File: src/rtl/fwp_pkg.sv
package fwp_pkg;
    localparam int unsigned FWP_PAGE_NUM_W_DEF = 9;
    localparam int unsigned FWP_PAGE_OFS_W_DEF = 9;

    typedef struct packed {
        logic seg_off;
        logic up_dir;
        logic keep_last;
    } fwp_mode_t;

    typedef enum logic [1:0] {
        FWP_IDLE  = 2'd0,
        FWP_GRANT = 2'd1,
        FWP_DENY  = 2'd2
    } fwp_verdict_e;

    localparam fwp_mode_t FWP_MODE_RESET = '{seg_off: 1'b1, up_dir: 1'b1, keep_last: 1'b1};

    function automatic fwp_verdict_e fwp_judge(input logic valid, input logic hit);
        if (!valid)   return FWP_IDLE;
        else if (hit) return FWP_DENY;
        else          return FWP_GRANT;
    endfunction
endpackage

File: src/rtl/fwp_cfg_hold.sv
module fwp_cfg_hold
    import fwp_pkg::*;
#(
    parameter int unsigned PAGE_NUM_W = FWP_PAGE_NUM_W_DEF,
    parameter int unsigned ADDR_W     = 18
) (
    input  logic                  clk,
    input  logic                  rst,
    input  logic                  load,
    input  fwp_mode_t             mode_in,
    input  logic [PAGE_NUM_W-1:0] page_in,
    input  logic [ADDR_W:0]       size_in,
    output fwp_mode_t             mode_q,
    output logic [PAGE_NUM_W-1:0] page_q,
    output logic [ADDR_W:0]       size_q,
    output logic                  armed_q
);
    always_ff @(posedge clk) begin
        if (rst) begin
            armed_q <= 1'b0;
            mode_q  <= FWP_MODE_RESET;
            page_q  <= '0;
            size_q  <= '0;
        end else if (load && !armed_q) begin
            armed_q <= 1'b1;
            mode_q  <= mode_in;
            page_q  <= page_in;
            size_q  <= size_in;
        end
    end
endmodule

File: src/rtl/fwp_range_decode.sv
module fwp_range_decode
    import fwp_pkg::*;
#(
    parameter int unsigned PAGE_NUM_W = FWP_PAGE_NUM_W_DEF,
    parameter int unsigned PAGE_OFS_W = FWP_PAGE_OFS_W_DEF,
    localparam int unsigned ADDR_W    = PAGE_NUM_W + PAGE_OFS_W
) (
    input  logic                  armed,
    input  fwp_mode_t             mode,
    input  logic [PAGE_NUM_W-1:0] bound_page,
    input  logic [ADDR_W:0]       size_words,
    input  logic [ADDR_W-1:0]     addr,
    output logic                  hit
);
    logic [PAGE_NUM_W-1:0] req_page;
    logic [PAGE_NUM_W:0]   last_page;
    logic                  in_seg;
    logic                  in_last;

    always_comb begin
        req_page  = addr[ADDR_W-1:PAGE_OFS_W];
        last_page = size_words[ADDR_W:PAGE_OFS_W] - 1'b1;
        if (mode.seg_off)     in_seg = 1'b0;
        else if (mode.up_dir) in_seg = (req_page >= bound_page);
        else                  in_seg = (req_page <= bound_page);
        in_last = !mode.keep_last && ({1'b0, req_page} == last_page);
        hit     = !armed || in_seg || in_last;
    end
endmodule

File: src/rtl/fwp_resp.sv
module fwp_resp
    import fwp_pkg::*;
(
    input  logic clk,
    input  logic rst,
    input  logic req_valid,
    input  logic hit,
    input  logic err_clr,
    output logic grant,
    output logic violation,
    output logic err_sticky
);
    fwp_verdict_e verdict_q;

    always_ff @(posedge clk) begin
        if (rst) begin
            verdict_q  <= FWP_IDLE;
            err_sticky <= 1'b0;
        end else begin
            verdict_q <= fwp_judge(req_valid, hit);
            if (req_valid && hit) err_sticky <= 1'b1;
            else if (err_clr)     err_sticky <= 1'b0;
        end
    end

    assign grant     = (verdict_q == FWP_GRANT);
    assign violation = (verdict_q == FWP_DENY);
endmodule

File: src/rtl/flash_wp_guard.sv
module flash_wp_guard
    import fwp_pkg::*;
#(
    parameter int unsigned PAGE_NUM_W = FWP_PAGE_NUM_W_DEF,
    parameter int unsigned PAGE_OFS_W = FWP_PAGE_OFS_W_DEF,
    localparam int unsigned ADDR_W    = PAGE_NUM_W + PAGE_OFS_W
) (
    input  logic                  clk,
    input  logic                  rst,
    input  logic                  cfg_load,
    input  logic                  cfg_seg_off,
    input  logic                  cfg_up_dir,
    input  logic                  cfg_keep_last,
    input  logic [PAGE_NUM_W-1:0] cfg_bound_page,
    input  logic [ADDR_W:0]       mem_words,
    input  logic                  req_valid,
    input  logic [ADDR_W-1:0]     req_addr,
    input  logic                  err_clr,
    output logic                  grant,
    output logic                  violation,
    output logic                  err_sticky
);
    fwp_mode_t             mode_in;
    fwp_mode_t             mode_q;
    logic [PAGE_NUM_W-1:0] page_q;
    logic [ADDR_W:0]       size_q;
    logic                  armed_q;
    logic                  hit;

    assign mode_in = '{seg_off: cfg_seg_off, up_dir: cfg_up_dir, keep_last: cfg_keep_last};

    fwp_cfg_hold #(.PAGE_NUM_W(PAGE_NUM_W), .ADDR_W(ADDR_W)) u_cfg (
        .clk(clk), .rst(rst), .load(cfg_load),
        .mode_in(mode_in), .page_in(cfg_bound_page), .size_in(mem_words),
        .mode_q(mode_q), .page_q(page_q), .size_q(size_q), .armed_q(armed_q)
    );

    fwp_range_decode #(.PAGE_NUM_W(PAGE_NUM_W), .PAGE_OFS_W(PAGE_OFS_W)) u_dec (
        .armed(armed_q), .mode(mode_q), .bound_page(page_q),
        .size_words(size_q), .addr(req_addr), .hit(hit)
    );

    fwp_resp u_resp (
        .clk(clk), .rst(rst), .req_valid(req_valid), .hit(hit), .err_clr(err_clr),
        .grant(grant), .violation(violation), .err_sticky(err_sticky)
    );
endmodule

File: config.mk
export PLATFORM = sky130hd
export DESIGN_NAME = flash_wp_guard
export DESIGN_NICKNAME = d
export VERILOG_FILES = /design/src/rtl/fwp_pkg.sv /design/src/rtl/fwp_cfg_hold.sv /design/src/rtl/fwp_range_decode.sv /design/src/rtl/fwp_resp.sv /design/src/rtl/flash_wp_guard.sv
export SDC_FILE = /design/constraint.sdc
export NUM_CORES = 1
export LEC_CHECK = 0
export CAP_MARGIN = 15
export CORE_ASPECT_RATIO = 1.25
export CORE_UTILIZATION = 40
export CTS_BUF_LIST = sky130_fd_sc_hd__clkbuf_2 sky130_fd_sc_hd__clkbuf_4 sky130_fd_sc_hd__clkbuf_8
export DETAILED_ROUTE_END_ITERATION = 10
export GPL_ROUTABILITY_DRIVEN = 0
export PLACE_DENSITY = 0.68
export SYNTH_ARGS = -nofsm -noshare
export SYNTH_HDL_FRONTEND = slang
export SYNTH_HIERARCHICAL = 1
export SYNTH_SLANG_ARGS = --single-unit
File: constraint.sdc
create_clock -name clk -period 4.6 [get_ports clk]
set_input_delay 0.92 -clock clk [delete_from_list [all_inputs] [get_ports clk]]
set_output_delay 0.92 -clock clk [all_outputs]
set_load 0.02 [all_outputs]
==> results_dict.tcl <==
set metrics [dict create \
    fillers 393 \
    power.switching_mw 0.153 \
    grt_pass1_wl_um 6210 \
    fin_tns_setup_ns 0 \
    cts-root-buf "clkbuf_8" \
    p_leak_nw 0.770 \
    cts_tree "yes" \
    cp.arrival_ns 3.00 \
    cts_setup_buffers 0 \
    worst_slew_pin_slew_ns 0.739 \
    fp.dieArea_mm2 0.00479 \
    antenna_cells 0 \
    pwr-share-clk_pct 26.9 \
    seq_area_um2 520 \
    die_y_um 77.1 \
    die_w_um 62.1 \
    maxCapViolCount 0 \
    dp_cells 282 \
    wirelength_um 3710 \
    fin_crit_ns 2.80 \
    fmax_ghz 0.358 \
    fin_nets 295 \
    vdd_drop_max_uv 127 \
    worst_slack_ns 1.80 \
    synth_area_per_cell_um2 8.90 \
    hold_viol_final 0 \
    wl_met3_um 96 \
    crit_fanout 6 \
    pwr-share-seq_pct 46.4 \
    dr.pass1.iters 4 \
    num_rows 26 \
    drc_errors 0 \
    intPower_mw 0.398 \
    wire_per_inst_um 13.0 \
    met2_length_um 1790 \
    r2r_slack_ns 2.17 \
    cts_made_buffers 3 \
    crit_start "req_addr[14]" \
    grtUsageTotal_pct 16.0 \
    start_util_pct 43.1 \
    synth_nets 267 \
    status "complete, no violations" \
    hp-class "flip-flop to flip-flop" \
    comb_power_share_pct 26.7 \
    grt_pass1_vias 1384 \
    pre_cts_ws_ns 1.52 \
    multiInputGateArea_mm2 0.00112 \
    slew_headroom_pct 50.6 \
    vias 1464 \
    power.density_mw_per_mm2 249 \
    cts-hold-fix-buffers 0 \
    rr_worst_depth 10 \
    cp_data_required_time_ns 4.80 \
    top_layer "met4" \
    sw_frac_of_total_pct 27.7 \
    r2r-end "u_resp/err_sticky" \
    skew_ns 0.00151 \
    fin_hold_ws_ns 0.465 \
    cts.sinks 26 \
    grt_overflow 0 \
    port_buffers 38 \
    startpoint_type "input port" \
    end_kind "flip-flop" \
    final_cells 286 \
    critPathKind "input port to flip-flop" \
    area_growth_syn_to_layout_pct 22.4 \
    wl_met1_um 1800 \
    postCtsResizedCells 0 \
    cts_buffer_depth 2 \
    r2r_start "u_cfg/size_q[9]" \
    power_mw 0.551 \
    antenna_found_initial 0 \
    syn_inst 203 \
    h-tree-depth 1 \
    grt_setup_unrepaired "no" \
    fin_crit_sh_pct 60.8 \
    grt_max_degree 49 \
    ant_nets 0 \
    core_area_mm2 0.00420 \
    stdcell_area_mm2 0.00221 \
    crit_end "u_resp/err_sticky" \
    maxSlewViolCount 0 \
    clkTransAtPathRegs_ns 0.09 \
    viasPerCell 5.12 \
    synth_area_mm2 0.00181 \
    dpl.hpwl_um 2720 \
    setup_violations 0 \
    clkLatencyLatePin_ns 0.27 \
    layout-drive-gt1-share_pct 5.65 \
    drt_iter0_markers 74 \
    yosysWarnings 6 \
    placedInstanceArea_mm2 0.00216 \
    fin_util_pct 52.7 \
    boundaryPins 57 \
]
layout make-up:
cell class	count	area share, %
Timing Repair Buffer	39	17.5
Inverter	15	2.55
Sequential cell	26	23.5
Multi-Input combinational cell	146	50.7
Tap cell	56	3.17
Clock buffer	4	2.49
registers in the layout, indices dropped and copies added (netlist names):
register           count
u_cfg/armed_q          1
u_cfg/size_q          10
u_cfg/page_q           9
u_resp/err_sticky      1
u_cfg/mode_q           3
u_resp/verdict_q       2
worst min path at each step:
stage	to	startpoint	slack, ns	depth (start not counted)
global placement	u_cfg/page_q[4]	u_cfg/page_q[4]	0.45	2
finish	u_cfg/page_q[5]	u_cfg/page_q[5]	0.47	2
CTS	u_cfg/page_q[5]	u_cfg/page_q[5]	0.47	2
detailed placement	u_cfg/page_q[5]	u_cfg/page_q[5]	0.46	2
global route	u_cfg/page_q[5]	u_cfg/page_q[5]	0.49	2
floorplan	u_cfg/page_q[5]	u_cfg/page_q[5]	0.44	2
worst max-delay path, stage by stage:
cell	delay [ns]
clkdlybuf4s50_1	0.61
nand2b_1	0.16
o21ai_0	0.07
a2111oi_0	0.41
nand4b_1	0.16
a2111o_1	0.34
o211ai_2	0.11
nand2_1	0.08
a21oi_1	0.14
routing by layer:
metal  track usage [%]  vias up
met1              21.5      666
met4              4.88        0
met3              1.64        2
li1                  -      774
met5                 0        -
met2              26.9       22
layout by cell type, fill, tap and decap left out, drive strengths merged, types with 2 or more instances in the layout:
cell type      count
xnor2              7
xor2               4
dfxtp             26
nor2b              5
nor3               2
a221oi             2
clkbuf             4
o21ai             25
mux2i              3
nand2              5
nand4bb           19
nor2              10
o211ai             3
a31oi              3
nand2b            22
o31ai              2
a21oi              6
nor4               2
ha                10
nand4              2
inv               15
nor3b              2
clkdlybuf4s50     38
power groups by stage:
| stage | Combinational, mW | Clock [mW] | Sequential [mW] |
|---|---|---|---|
| after floorplan | 0.103 | 0 | 0.256 |
| after detailed placement | 0.148 | 0 | 0.261 |
| after global placement | 0.146 | 0 | 0.261 |
| after CTS | 0.149 | 0.153 | 0.256 |
| after global routing | 0.164 | 0.163 | 0.258 |
| final | 0.147 | 0.148 | 0.256 |
Power figures use the tool's default switching activity.
